==> src/rtl/i2c_regport.sv <==
module i2c_regport #(
  parameter logic [6:0] DEV_ADDR  = 7'h38,
  parameter int         MAX_BURST = 3,
  parameter logic [1:0] IRQ_REG   = 2'd3
) (
  input  logic       clk,
  input  logic       rst_n,
  input  logic       scl_i,
  input  logic       sda_i,
  output logic       sda_oe,
  input  logic       host_we,
  input  logic [1:0] host_waddr,
  input  logic [7:0] host_wdata,
  input  logic [1:0] host_raddr,
  output logic [7:0] host_rdata,
  output logic       wr_strobe,
  output logic [1:0] wr_idx,
  output logic       dn_irq
);
  localparam int BW = $clog2(MAX_BURST + 1);

  typedef enum logic [2:0] {S_IDLE, S_ADDR, S_ACK, S_RX, S_TX, S_MACK} st_t;

  logic [2:0]    scl_s, sda_s;
  st_t           st;
  logic [3:0]    cnt;
  logic [7:0]    sh, tx;
  logic [1:0]    ptr;
  logic [BW-1:0] nb;
  logic          rw, have_ptr, ack_ok;
  logic [7:0]    regs [4];

  wire scl_r = scl_s[1];
  wire scl_d = scl_s[2];
  wire sda_r = sda_s[1];
  wire sda_d = sda_s[2];

  wire start    = scl_r & scl_d & sda_d & ~sda_r;
  wire stop     = scl_r & scl_d & ~sda_d & sda_r;
  wire scl_rise = scl_r & ~scl_d;
  wire scl_fall = ~scl_r & scl_d;
  wire room     = int'(nb) < MAX_BURST;

  wire do_load = scl_fall && !start && !stop &&
                 ((st == S_ACK && rw) || (st == S_MACK && ack_ok && room));

  wire [7:0] cur = regs[ptr];

  assign host_rdata = regs[host_raddr];

  always_ff @(posedge clk or negedge rst_n) begin
    if (!rst_n) begin
      scl_s <= 3'b111;
      sda_s <= 3'b111;
    end else begin
      scl_s <= {scl_s[1:0], scl_i};
      sda_s <= {sda_s[1:0], sda_i};
    end
  end

  always_ff @(posedge clk or negedge rst_n) begin
    if (!rst_n) begin
      st        <= S_IDLE;
      cnt       <= '0;
      sh        <= '0;
      tx        <= '0;
      ptr       <= '0;
      nb        <= '0;
      rw        <= 1'b0;
      have_ptr  <= 1'b0;
      ack_ok    <= 1'b0;
      sda_oe    <= 1'b0;
      wr_strobe <= 1'b0;
      wr_idx    <= '0;
      dn_irq    <= 1'b0;
      for (int i = 0; i < 4; i++) regs[i] <= '0;
    end else begin
      wr_strobe <= 1'b0;
      if (start) begin
        st       <= S_ADDR;
        cnt      <= '0;
        nb       <= '0;
        have_ptr <= 1'b0;
        sda_oe   <= 1'b0;
      end else if (stop) begin
        st     <= S_IDLE;
        sda_oe <= 1'b0;
      end else if (scl_rise) begin
        case (st)
          S_ADDR, S_RX: begin
            sh  <= {sh[6:0], sda_r};
            cnt <= cnt + 4'd1;
          end
          S_MACK:  ack_ok <= ~sda_r;
          default: ;
        endcase
      end else if (scl_fall) begin
        case (st)
          S_ADDR:
            if (cnt == 4'd8) begin
              if (sh[7:1] == DEV_ADDR) begin
                sda_oe <= 1'b1;
                rw     <= sh[0];
                st     <= S_ACK;
              end else begin
                st <= S_IDLE;
              end
            end
          S_ACK: begin
            cnt <= '0;
            if (!rw) begin
              sda_oe <= 1'b0;
              st     <= S_RX;
            end
          end
          S_RX:
            if (cnt == 4'd8) begin
              cnt <= '0;
              if (!have_ptr) begin
                ptr      <= sh[1:0];
                have_ptr <= 1'b1;
                sda_oe   <= 1'b1;
                st       <= S_ACK;
              end else if (room) begin
                regs[ptr] <= sh;
                wr_strobe <= 1'b1;
                wr_idx    <= ptr;
                ptr       <= ptr + 2'd1;
                nb        <= nb + 1'b1;
                sda_oe    <= 1'b1;
                st        <= S_ACK;
              end else begin
                st <= S_IDLE;
              end
            end
          S_TX:
            if (cnt == 4'd8) begin
              sda_oe <= 1'b0;
              st     <= S_MACK;
            end else begin
              sda_oe <= ~tx[7];
              tx     <= {tx[6:0], 1'b0};
              cnt    <= cnt + 4'd1;
            end
          S_MACK:
            if (!do_load) st <= S_IDLE;
          default: ;
        endcase
      end

      if (do_load) begin
        sda_oe <= ~cur[7];
        tx     <= {cur[6:0], 1'b0};
        cnt    <= 4'd1;
        ptr    <= ptr + 2'd1;
        nb     <= nb + 1'b1;
        st     <= S_TX;
        if (ptr == IRQ_REG) dn_irq <= 1'b0;
      end

      if (host_we) begin
        regs[host_waddr] <= host_wdata;
        if (host_waddr == IRQ_REG) dn_irq <= 1'b1;
      end
    end
  end
endmodule

==> config.mk <==
export PLATFORM = sky130hd
export DESIGN_NAME = i2c_regport
export DESIGN_NICKNAME = d
export VERILOG_FILES = /design/src/rtl/i2c_regport.sv
export SDC_FILE = /design/constraint.sdc
export NUM_CORES = 1
export LEC_CHECK = 0
export ABC_AREA = 1
export ABC_CLOCK_PERIOD_IN_PS = 2100
export BUFFER_PORTS_ARGS = -buffer_cell sky130_fd_sc_hd__buf_2
export CAP_MARGIN = 5
export CELL_PAD_IN_SITES_DETAIL_PLACEMENT = 1
export CELL_PAD_IN_SITES_GLOBAL_PLACEMENT = 1
export CORE_ASPECT_RATIO = 2
export CORE_UTILIZATION = 41
export CTS_CLUSTER_DIAMETER = 60
export DETAILED_ROUTE_END_ITERATION = 6
export GPL_ROUTABILITY_DRIVEN = 1
export PLACE_DENSITY_LB_ADDON = 0.1
export SYNTH_ARGS = -nofsm -noshare
export SYNTH_HDL_FRONTEND = slang
export SYNTH_SLANG_ARGS = --single-unit
==> constraint.sdc <==
create_clock -name clk -period 2.1 [get_ports clk]
set_clock_uncertainty 0.2 [all_clocks]
set_input_delay 0 -clock clk [delete_from_list [all_inputs] [get_ports clk]]
set_output_delay 0 -clock clk [all_outputs]
set_load 0.03 [all_outputs]
Yosys cells after proc, flatten, opt, wreduce, memory -nomap -nowiden. Cells that the tools add are included.

Add/sub/neg operators: 3. Multiply operators: 0. Div/mod/pow operators: 0. $lt $le $gt $ge: 6. Equal/unequal tests: 28. Shift-type cells: 0. Multiplexer cells: 99. Bitwise operators: 19. Reductions and logical operators: 40.

Operators with widths (count): $mux W32 (9); $mux W8 (13); $bwmux W32 (2); $mux W2 (21); $ne A5 B5 Y1 const B (7); $bmux W8 S2 (2); $demux W8 S2 (2); $mux W4 (8); $mux W1 (30); $reduce_and A7 Y1 (4); $mux W3 (9); $reduce_and A8 Y1 (2); $pmux W3 S5 (1); $reduce_bool A3 Y1 (5); $reduce_bool A2 Y1 (7); $pmux W4 S3 (1); $reduce_and A6 Y1 (2); $ge A3 B3 Y1 const B (3); $not A1 Y1 (9); $not A2 Y3 (3); $logic_and A1 B1 Y1 (8); $reduce_and A4 Y1 (2); $reduce_bool A4 Y1 (2); $reduce_bool A8 Y1 (1); other kinds (25) (42).

Flip-flop bits (word level): 73. Bits in latches: 0. Bits in writable memories: 0. Memory bits (read-only): 0. Output and inout bits: 13. Memories: 0.

Depth between registers and ports, before layout. Gate-level depths: netlist of the first run.

Word-level depth: 16. Depth in mapped cells: 12. Mapped depth without buffers: 12.

Worst setup path after synthesis of the first run. No wires, ideal clock.

Path kind: register -> register. Start point: register ptr[0]. End point: register regs[29] (netlist bit). Setup time: 0.082 ns. Arrival time: 1.766 ns. Data required time: 1.818 ns. Slack: 0.052 ns. Stages on the path, launching flop included: 9. Cell sequence: dfrtp_1 -> clkbuf_1 -> clkinv_1 -> clkbuf_1 -> ha_1 -> clkinv_1 -> nor2_2 -> o21ai_0 -> o22ai_1.

Word-level cells in the longest chain between the ends: 16. Elaborated cells on any way between the ends: 17.

Ends and longest elaborated chain: start: declaration (line 28) `logic [1:0] ptr;`; start signal: assignment (line 120) `ptr <= sh[1:0];`; start signal: assignment (line 128) `ptr <= ptr + 2'd1;`; start signal: assignment (line 155) `ptr <= ptr + 2'd1;`; $not A2 Y3 (implied by the code) (*) (line 125) `regs[ptr] <= sh;`; $ge A3 B3 Y1 (implied by the code) / $lt A3 B1 Y1 (equally long branches) (line 125); $logic_and A1 B1 Y1 (implied by the code) (line 125); $mux W8 (implied by the code) (line 125); $demux W8 S2 (*) (line 125); $bwmux W32 (*) (line 125); $mux W32 (*) (line 124) `end else if (room) begin`; $mux W32 (*) (line 119) `if (!have_ptr) begin`; $mux W32 (*) (line 117) `if (cnt == 4'd8) begin`; $mux W32 (*) (line 98) `case (st)`; $mux W32 (*) (line 97) `end else if (scl_fall) begin`; $mux W32 (*) (line 88) `end else if (scl_rise) begin`; $mux W32 (*) (line 85) `end else if (stop) begin`; $mux W32 (*) (line 79) `if (start) begin`; $bwmux W32 (line 162) `regs[host_waddr] <= host_wdata;`; $mux W32 (*) (line 161) `if (host_we) begin`; end signal: indexed assignment (line 125); end signal: indexed assignment (line 162); end: declaration (line 31) `logic [7:0] regs [4];`.

Mark *: on every way between the ends. The rest lies on a longest branch, timed or not. A chain may end at the register's enable or synchronous reset.

Worst setup path in the final report of the first run.
Start point: register cnt[1]. End point: register regs[18] (netlist bit).

Word-level cells in the longest chain between the ends: 9.

Ends and longest elaborated chain: start: declaration (line 26) `logic [3:0] cnt;`; start signal: assignment (line 92) `cnt <= cnt + 4'd1;`; start signal: assignment (line 143) `cnt <= cnt + 4'd1;`; $eq A4 B4 Y1 (*) (line 117); $mux W32 (*) (line 117); $mux W32 (*) (line 98); $mux W32 (*) (line 97); $mux W32 (*) (line 88); $mux W32 (*) (line 85); $mux W32 (*) (line 79); $bwmux W32 (line 162); $mux W32 (*) (line 161).

Marked as above.

==> impl_metrics.tcl, run 1 <==
set metrics [dict create \
    globalRouteOverflowTotal 0 \
    h-tree-depth 3 \
    path_max_fanout 8 \
    syn_inst 507 \
    fill_cells 1162 \
    cts-root-buf "clkbuf_16" \
    place_ws_ns 0.0349 \
    period_share 0.969 \
    whs_ns 0.0116 \
    cp-end-kind "flip-flop" \
    fin_cells 690 \
    p_leak_nw 2.29 \
    vias 3983 \
    synth_area_leaders "dfrtp_1, o21ai_0, o22ai_1" \
    antennaDiodeCount 0 \
    yosysTopAreaCell "dfrtp_1" \
    reg2reg_slack_ns 0.07 \
    crit_chain "inv_1 > ha_1 > inv_1 > nor2_2 > nand2_2 > nor2_4 > nand2_4 > buf_6 > nor2_2 > buf_6 > o21ai_0 > o22ai_1" \
    place.gp.congestion 0.889 \
    path_clk_slew_ns 0.05 \
    portBuffers 29 \
    cts_made_buffers 9 \
    start_util 0.425 \
    ys_types 31 \
    worst_slew_pin_slew_ns 0.665 \
    yosysWarningCount 0 \
    r2r-start "cnt[1]" \
    path_class "reg2reg" \
    power_mw 3.92 \
    grt_pass1_wl_mm 21.8 \
    drt_iter0_markers 123 \
    drv_slew 0 \
    critPathMaxStageDelay_ns 0.39 \
    cts_buffer_depth 2 \
    finalSetupViolCount 0 \
    grt_antenna_before_repair 0 \
    placed_cells 658 \
    areaGrowthSynthToFinish_pct 24.7 \
    cap_violations 0 \
    outcome "complete, no violations" \
    required_ns 2.14 \
    avgRoutedWirePerCell_um 19.9 \
    grt_pass1_vias 4279 \
    cts_tree "yes" \
    synth_area_per_cell_um2 7.86 \
    hpwlAfterDp_mm 10.4 \
    critPathArrivalTime_ns 2.07 \
    worst_ir_drop_vdd_mv 0.591 \
    antenna_left 0 \
    fin_crit_ns 2.03 \
    worst_r2r_path_depth 12 \
    synth_common_cells "o21ai_0, dfrtp_1, nand2_1" \
    crit_slowest_cell "dfrtp_1" \
    core_area_um2 9380 \
    rows 50 \
    hp-class "in2async" \
    synth_top_area_frac 0.414 \
    vias_per_cell 5.77 \
    clk_latency_ns 0.33 \
    grt_max_degree 31 \
    relSlewSlack 0.555 \
    synth_seq_cells 72 \
    hold_viol_final 0 \
    ioPinCount 30 \
    die_w_um 71.7 \
    synth_edf_count 0 \
    synth-seq-area-share 0.454 \
    layout-drive-gt1-share 0.203 \
    synthArstFlopShare 1.00 \
    fmax_mhz 491 \
    firstDrtPassIters 4 \
    powerDensity_nw_per_um2 788 \
    grt_util_all_layers 0.289 \
    syn_nets 531 \
    synthFlopType "dfrtp_1" \
    startpoint_type "flip-flop" \
    route.detailed.drc 0 \
    rr_endpoint "regs[18]" \
    setup_ws_ns 0.0654 \
    synthesis.area_um2 3990 \
    nets 605 \
    grt_setup_unrepaired "true" \
    chipHeight_um 141 \
    die_area_um2 10100 \
    yosysMostFrequentCell "o21ai_0" \
    cts_sinks 72 \
    wirelength_mm 13.8 \
]
cell families (layout without fill, tap and decap cells):
kind of cell / count (synthesis) / count (layout) / share of synthesized area
AND/OR/NAND/NOR: 201 / 201 / 0.225
AO/OA/AOI/OAI: 151 / 151 / 0.209
flip-flops: 72 / 72 / 0.454
buffers and inverters: 70 / 149 / 0.0747
adder cells (fa/ha/maj): 7 / 7 / 0.0220
multiplexers: 4 / 4 / 0.0110
XOR/XNOR: 2 / 2 / 0.00440
through the flow:
step                      area (um^2)  utilization  setup TNS (ns)
final                            4970        0.530               0
after CTS                        4860        0.518               0
after detailed placement         4430        0.472               0
after global routing             4970        0.530          -0.318
after global placement           4430        0.472               0
after floorplan                  3990            -               0
registers in the layout, indices dropped and copies added (netlist names), 2 cells and up:
register	count
cnt	4
nb	2
ptr	2
regs	32
scl_s	3
sda_s	3
sh	8
st	3
tx	7
wr_idx	2
how the worst max path moves through the flow:
stage	from	end	slack, ns
after detailed placement	nb[0]	cnt[3]	0.03
after CTS	nb[0]	regs[2]	0.01
after global placement	nb[0]	cnt[2]	0.1
after global routing	cnt[0]	regs[18]	-0.05
final	cnt[1]	regs[18]	0.07
after floorplan	ptr[0]	regs[29]	0.05
critical path, delay by kind of cell (launching register included):
kind,cells,cell delay (ns)
flops,1,0.39
simple gates,5,0.54
fa+ha+maj,1,0.14
buf+inv,4,0.42
compound gates,2,0.24
power by group:
part | switching (mW) | internal [mW]
logic | 0.435 | 0.249
clock network | 0.557 | 0.951
registers | 0.164 | 1.56
per-layer routing:
metal	up-vias	share of wire	GRT usage
li1	1906	-	-
met1	1940	0.34	0.274
met2	96	0.59	0.570
met3	41	0.025	0.0447
met4	0	0.046	0.153
met5	-	0	0
cells in the final DEF, fill, tap and decap left out, drive strengths merged, types with 7 or more instances in the layout:
| master | Yosys | layout |
|---|---|---|
| o21ai | 87 | 87 |
| buf | 6 | 70 |
| dfrtp | 66 | 66 |
| nand2 | 65 | 65 |
| nor2 | 61 | 61 |
| inv | 47 | 47 |
| o22ai | 46 | 46 |
| nor3 | 36 | 36 |
| nand3 | 34 | 34 |
| clkbuf | 12 | 13 |
| dlygate4sd3 | 0 | 11 |
| a21oi | 11 | 11 |
| ha | 7 | 7 |
cell type report:
type / count / area [um^2] / share of cell area
clock buffer: 13 / 250 / 0.0503
clock inverter: 3 / 42.5 / 0.00856
inverter: 52 / 195 / 0.0393
multi-input combinational: 365 / 1950 / 0.392
sequential: 72 / 1810 / 0.364
tap: 104 / 130 / 0.0262
timing repair buffer: 81 / 593 / 0.119
what timing repair did:
item                                    4_1_cts  5_1_grt
endpoints found under the setup margin        2       38
gates resized for setup                       1       26
setup buffers                                 0        4
hold buffers                                 12        0
endpoints found under the hold margin       102        0
pin swaps                                     0        7
Power figures use the tool's default switching activity.
==> run 2, diff against run 1 <==
--- a/config.mk
+++ b/config.mk
@@ -6,17 +6,19 @@
 export NUM_CORES = 1
 export LEC_CHECK = 0
 export ABC_AREA = 1
-export ABC_CLOCK_PERIOD_IN_PS = 2100
+export ABC_CLOCK_PERIOD_IN_PS = 2500
 export BUFFER_PORTS_ARGS = -buffer_cell sky130_fd_sc_hd__buf_2
 export CAP_MARGIN = 5
 export CELL_PAD_IN_SITES_DETAIL_PLACEMENT = 1
 export CELL_PAD_IN_SITES_GLOBAL_PLACEMENT = 1
 export CORE_ASPECT_RATIO = 2
-export CORE_UTILIZATION = 41
+export CORE_UTILIZATION = 48
 export CTS_CLUSTER_DIAMETER = 60
 export DETAILED_ROUTE_END_ITERATION = 6
 export GPL_ROUTABILITY_DRIVEN = 1
 export PLACE_DENSITY_LB_ADDON = 0.1
+export RECOVER_POWER = 25
+export SLEW_MARGIN = 20
 export SYNTH_ARGS = -nofsm -noshare
 export SYNTH_HDL_FRONTEND = slang
 export SYNTH_SLANG_ARGS = --single-unit
==> constraint.sdc (replaced) <==
create_clock -name clk -period 2.5 [get_ports clk]
set_clock_uncertainty 0.2 [all_clocks]
set_input_delay 0 -clock clk [delete_from_list [all_inputs] [get_ports clk]]
set_output_delay 0 -clock clk [all_outputs]
set_load 0.03 [all_outputs]
==> impl_metrics.tcl, run 2 (synthesized netlist as in run 1, its figures left out) <==
set metrics [dict create \
    antenna_left 0 \
    die_area_um2 8700 \
    p_leak_nw 2.15 \
    h-tree-depth 3 \
    route.detailed.drc 0 \
    final_common_cell "o21ai_0" \
    areaGrowthSynthToFinish_pct 18.5 \
    grt_pass1_wl_mm 21.4 \
    place.gp.congestion 0.906 \
    finalSetupViolCount 0 \
    required_ns 2.52 \
    ioPinCount 30 \
    fin_area_um2 4720 \
    start_util 0.498 \
    cap_violations 1 \
    portBuffers 29 \
    drv_slew 73 \
    largest_reg_flops 32 \
    powerDensity_nw_per_um2 685 \
    worst_slew_pin_slew_ns 1.84 \
    post_cts_buffers 0 \
    critPathArrivalTime_ns 2.28 \
    path_class "reg2reg" \
    path_max_fanout 20 \
    fin_setup_tns_ns 0 \
    relSlewSlack -0.228 \
    worst_r2r_path_depth 12 \
    grt_pass1_vias 4233 \
    crit_path_end "cnt[1]" \
    fin_crit_ns 2.26 \
    r2r-start "nb[0]" \
    fill_cells 1019 \
    grt_setup_unrepaired "false" \
    cts_sinks 72 \
    nets 585 \
    cts_buffer_depth 2 \
    grt_max_degree 73 \
    clk_latency_ns 0.34 \
    cts_tree "yes" \
    layout_common_cells "o21ai_0, dfrtp_1, nand2_1" \
    grt_antenna_before_repair 0 \
    avgRoutedWirePerCell_um 20.0 \
    hp-class "in2reg" \
    vias 4046 \
    multi_input_area_um2 1880 \
    globalRouteOverflowTotal 0 \
    cts-root-buf "clkbuf_16" \
    drt_iter0_markers 185 \
    outcome "finished, violations left" \
    die_w_um 66.4 \
    grt_util_all_layers 0.341 \
    vias_per_cell 6.11 \
    hpwlAfterDp_mm 9.54 \
    path_clk_slew_ns 0.06 \
    layout-drive-gt1-share 0.145 \
    reg2reg_slack_ns 0.24 \
    antennaDiodeCount 0 \
    worst_ir_drop_vdd_mv 0.544 \
    violations "max-capacitance violations, max-slew violations" \
    rows 46 \
    reg_top3 "regs x32, sh x8, tx x7" \
    regArea_um2 1810 \
    startpoint_type "flip-flop" \
    core_area_um2 8000 \
    power_mw 3.24 \
    hold_viol_final 0 \
    firstDrtPassIters 4 \
    cts_made_buffers 9 \
    place_area_um2 4320 \
    rr_endpoint "cnt[1]" \
    cp-end-kind "flip-flop" \
    wirelength_mm 13.3 \
    fmax_mhz 442 \
    startpoint "nb[0]" \
    period_share 0.906 \
    largest-register "regs" \
    chipHeight_um 131 \
]
## run 2: power by group
group | internal, mW | total (mW) | switching [mW] | leakage, nW
Combinational | 0.174 | 0.499 | 0.325 | 1.09
Sequential | 1.31 | 1.46 | 0.149 | 0.920
Clock | 0.797 | 1.28 | 0.482 | 0.145
Total | 2.28 | 3.24 | 0.957 | 2.15
## run 2: metal layers
metal | track usage | vias to the layer above | wire length (um)
li1 | - | 1861 | -
met1 | 0.354 | 1993 | 4690
met2 | 0.607 | 133 | 7220
met3 | 0.0469 | 59 | 479
met4 | 0.250 | 0 | 857
met5 | 0 | - | 0
## run 2: layout make-up
cell class	count	share of cell area
repair buffers	61	0.0887
well taps	96	0.0254
multi-input cells	365	0.398
clock buffers	11	0.0514
flip-flops and latches	72	0.383
clock inverters	5	0.0119
inverters	52	0.0413
## run 2: worst min-delay path by stage
stage / from / to / slack [ns] / cells past startpoint
floorplan: rst_n / ack_ok / -0.50 / 0
global placement: scl_i / scl_s[0] / -0.1 / 1
detailed placement: scl_i / scl_s[0] / -0.09 / 1
CTS: sda_i / sda_s[0] / 0.10 / 2
global route: sda_i / sda_s[0] / 0.11 / 2
finish: sda_i / sda_s[0] / 0.11 / 2
## run 2: repair_timing
| action | in CTS | in global routing |
|---|---|---|
| hold endpoints to repair | 100 | 0 |
| hold buffers | 11 | 0 |
| setup endpoints to repair | 0 | 1 |
| gates resized for setup | 0 | 1 |
## run 2: per-stage QoR
| step | hold WS (ns) | setup slack (ns) | cells | utilization |
|---|---|---|---|---|
| final | 0.108 | 0.236 | 662 | 0.591 |
| after global routing | 0.114 | 0.0501 | 662 | 0.591 |
| after detailed placement | -0.0909 | 0.170 | 635 | 0.540 |
| after CTS | 0.102 | 0.169 | 662 | 0.591 |
| after floorplan | -0.496 | 0.452 | 507 | - |
| after global placement | -0.0953 | 0.299 | 635 | 0.540 |
## run 2: worst max-delay path, stage by stage (launching register included)
cell and delay [ns]:
dfrtp_1 0.38, ha_1 0.25, inv_1 0.09, nand2_1 0.06, o21ai_1 0.22, nand2_2 0.16, buf_12 0.19, nand3_1 0.07
nand2_1 0.06, nand2_1 0.15, nand2_1 0.16, nand2_1 0.10, nand2_1 0.06
==> run 3, diff against run 2 <==
==> constraint.sdc (replaced) <==
create_clock -name clk -period 2.5 [get_ports clk]
set_clock_uncertainty 0.2 [all_clocks]
set_input_delay 0.25 -clock clk [delete_from_list [all_inputs] [get_ports clk]]
set_output_delay 0.25 -clock clk [all_outputs]
set_load 0.03 [all_outputs]
==> impl_metrics.tcl, run 3 (synthesized netlist as in run 1, its figures left out) <==
set metrics [dict create \
    period_share 0.905 \
    largest_reg_flops 32 \
    worst_r2r_path_depth 11 \
    crit_family "simple AND/OR/NAND/NOR gates" \
    cts-root-buf "clkbuf_16" \
    fin_setup_tns_ns 0 \
    worst_hold_startpoint "host_wdata[6]" \
    path_max_fanout 7 \
    finalSetupViolCount 0 \
    drt_iter0_markers 221 \
    fill_cells 1009 \
    fmax_mhz 442 \
    nets 579 \
    cp-end-kind "flip-flop" \
    avgRoutedWirePerCell_um 21.8 \
    clk_latency_ns 0.34 \
    cap_violations 0 \
    fin_crit_ns 2.26 \
    path_clk_slew_ns 0.06 \
    chipHeight_um 131 \
    largest-register "regs" \
    startpoint_type "flip-flop" \
    hold_viol_final 0 \
    worst_slew_pin_slew_ns 0.933 \
    relSlewSlack 0.378 \
    hpwlAfterDp_mm 9.83 \
    start_util 0.498 \
    grt_pass1_vias 4326 \
    hp-class "in2reg" \
    crit_slowest_cell "dfstp_1" \
    cts_tree "yes" \
    portBuffers 29 \
    grt_pass1_wl_mm 22.3 \
    min_path_cells 3 \
    place.gp.congestion 0.920 \
    r2r-start "scl_s[1]" \
    antenna_left 0 \
    cts_sinks 72 \
    final_common_cell "o21ai_0" \
    critPathMaxStageDelay_ns 0.62 \
    die_w_um 66.4 \
    holdPathEnd "regs[6]" \
    worst_path_most_repeated_cell "nand2_1" \
    h-tree-depth 3 \
    worst_ir_drop_vdd_mv 0.590 \
    powerDensity_nw_per_um2 741 \
    reg2reg_slack_ns 0.24 \
    vias_per_cell 6.25 \
    wirelength_mm 14.3 \
    path_class "reg2reg" \
    cts_buffer_depth 2 \
    grt_antenna_before_repair 0 \
    rr_endpoint "cnt[1]" \
    reg_top3 "regs x32, sh x8, tx x7" \
    core_area_um2 8000 \
    die_area_um2 8700 \
    layout_common_cells "o21ai_0, dfrtp_1, nand2_1" \
    rows 46 \
    firstDrtPassIters 5 \
    crit_chain "nand2_1 > inv_1 > nand3_1 > nand2_1 > nor2_1 > nand3_1 > nand2_1 > inv_1 > nand2_1 > nand2_1 > nand2_1" \
    utilization 0.592 \
    outcome "complete, no violations" \
    areaGrowthSynthToFinish_pct 18.8 \
    critPathArrivalTime_ns 2.29 \
    drv_slew 0 \
    ioPinCount 30 \
    vias 4102 \
    required_ns 2.53 \
    grt_util_all_layers 0.356 \
    grt_max_degree 39 \
    route.detailed.drc 0 \
    layout-drive-gt1-share 0.163 \
    crit_buf_inv 2 \
    antennaDiodeCount 0 \
    globalRouteOverflowTotal 0 \
    cts_made_buffers 9 \
    grt_setup_unrepaired "false" \
    p_leak_nw 2.18 \
]
==> run 3: final cells by class <==
cell class | count | area (um^2) | share of cell area
Sequential cell | 72 | 1810 | 0.382
Clock buffer | 11 | 253 | 0.0534
Tap cell | 96 | 120 | 0.0254
Inverter | 52 | 195 | 0.0412
Clock inverter | 5 | 103 | 0.0217
Multi-Input combinational cell | 365 | 1880 | 0.397
Timing Repair Buffer | 55 | 373 | 0.0788
==> run 3: per-layer routing <==
metal | GRT usage | part of all wire
met1 | 0.356 | 0.35
met2 | 0.653 | 0.56
met3 | 0.0477 | 0.038
met4 | 0.254 | 0.057
met5 | 0 | 0
==> run 3: power by group <==
part / internal, mW / switching (mW) / total (mW)
clock: 1.03 / 0.516 / 1.54
sequential: 1.31 / 0.147 / 1.46
combinational: 0.172 / 0.337 / 0.509
total: 2.51 / 1.00 / 3.51
==> run 3: repair_timing <==
| item | CTS | global route |
|---|---|---|
| hold buffers | 3 | 0 |
| resized for setup | 0 | 1 |
| setup buffers | 0 | 0 |
| endpoints found under the setup margin | 0 | 1 |
| endpoints found under the hold margin | 30 | 0 |
==> run 3: through the flow <==
step	setup slack (ns)	total power, mW	instances	hold slack [ns]	instance area, um^2
global route	0.0521	3.62	656	0.0699	4730
detailed placement	0.215	1.97	637	0.0454	4350
floorplan	0.452	1.75	507	-0.246	3990
finish	0.239	3.51	656	0.0511	4730
CTS	0.188	3.51	656	0.0505	4730
global placement	0.302	1.93	637	0.0372	4350
==> run 3: how the worst max path moves through the flow <==
stage | startpoint | cells after the start | slack (ns) | end
5_1_grt | nb[0] | 12 | 0.05 | cnt[1]
6_report | scl_s[1] | 11 | 0.24 | cnt[1]
4_1_cts | nb[0] | 12 | 0.19 | cnt[1]
3_5_place_dp | nb[0] | 12 | 0.22 | cnt[1]
3_3_place_gp | nb[0] | 12 | 0.30 | cnt[1]
2_1_floorplan | ptr[0] | 8 | 0.45 | regs[29]
==> run 3: worst register-to-register path, cell delays in order (launching register included) <==
cell and delay [ns]:
dfstp_1 0.62, nand2_1 0.16, inv_1 0.10, nand3_1 0.25
nand2_1 0.20, nor2_1 0.06, nand3_1 0.07, nand2_1 0.05
inv_1 0.14, nand2_1 0.15, nand2_1 0.10, nand2_1 0.06
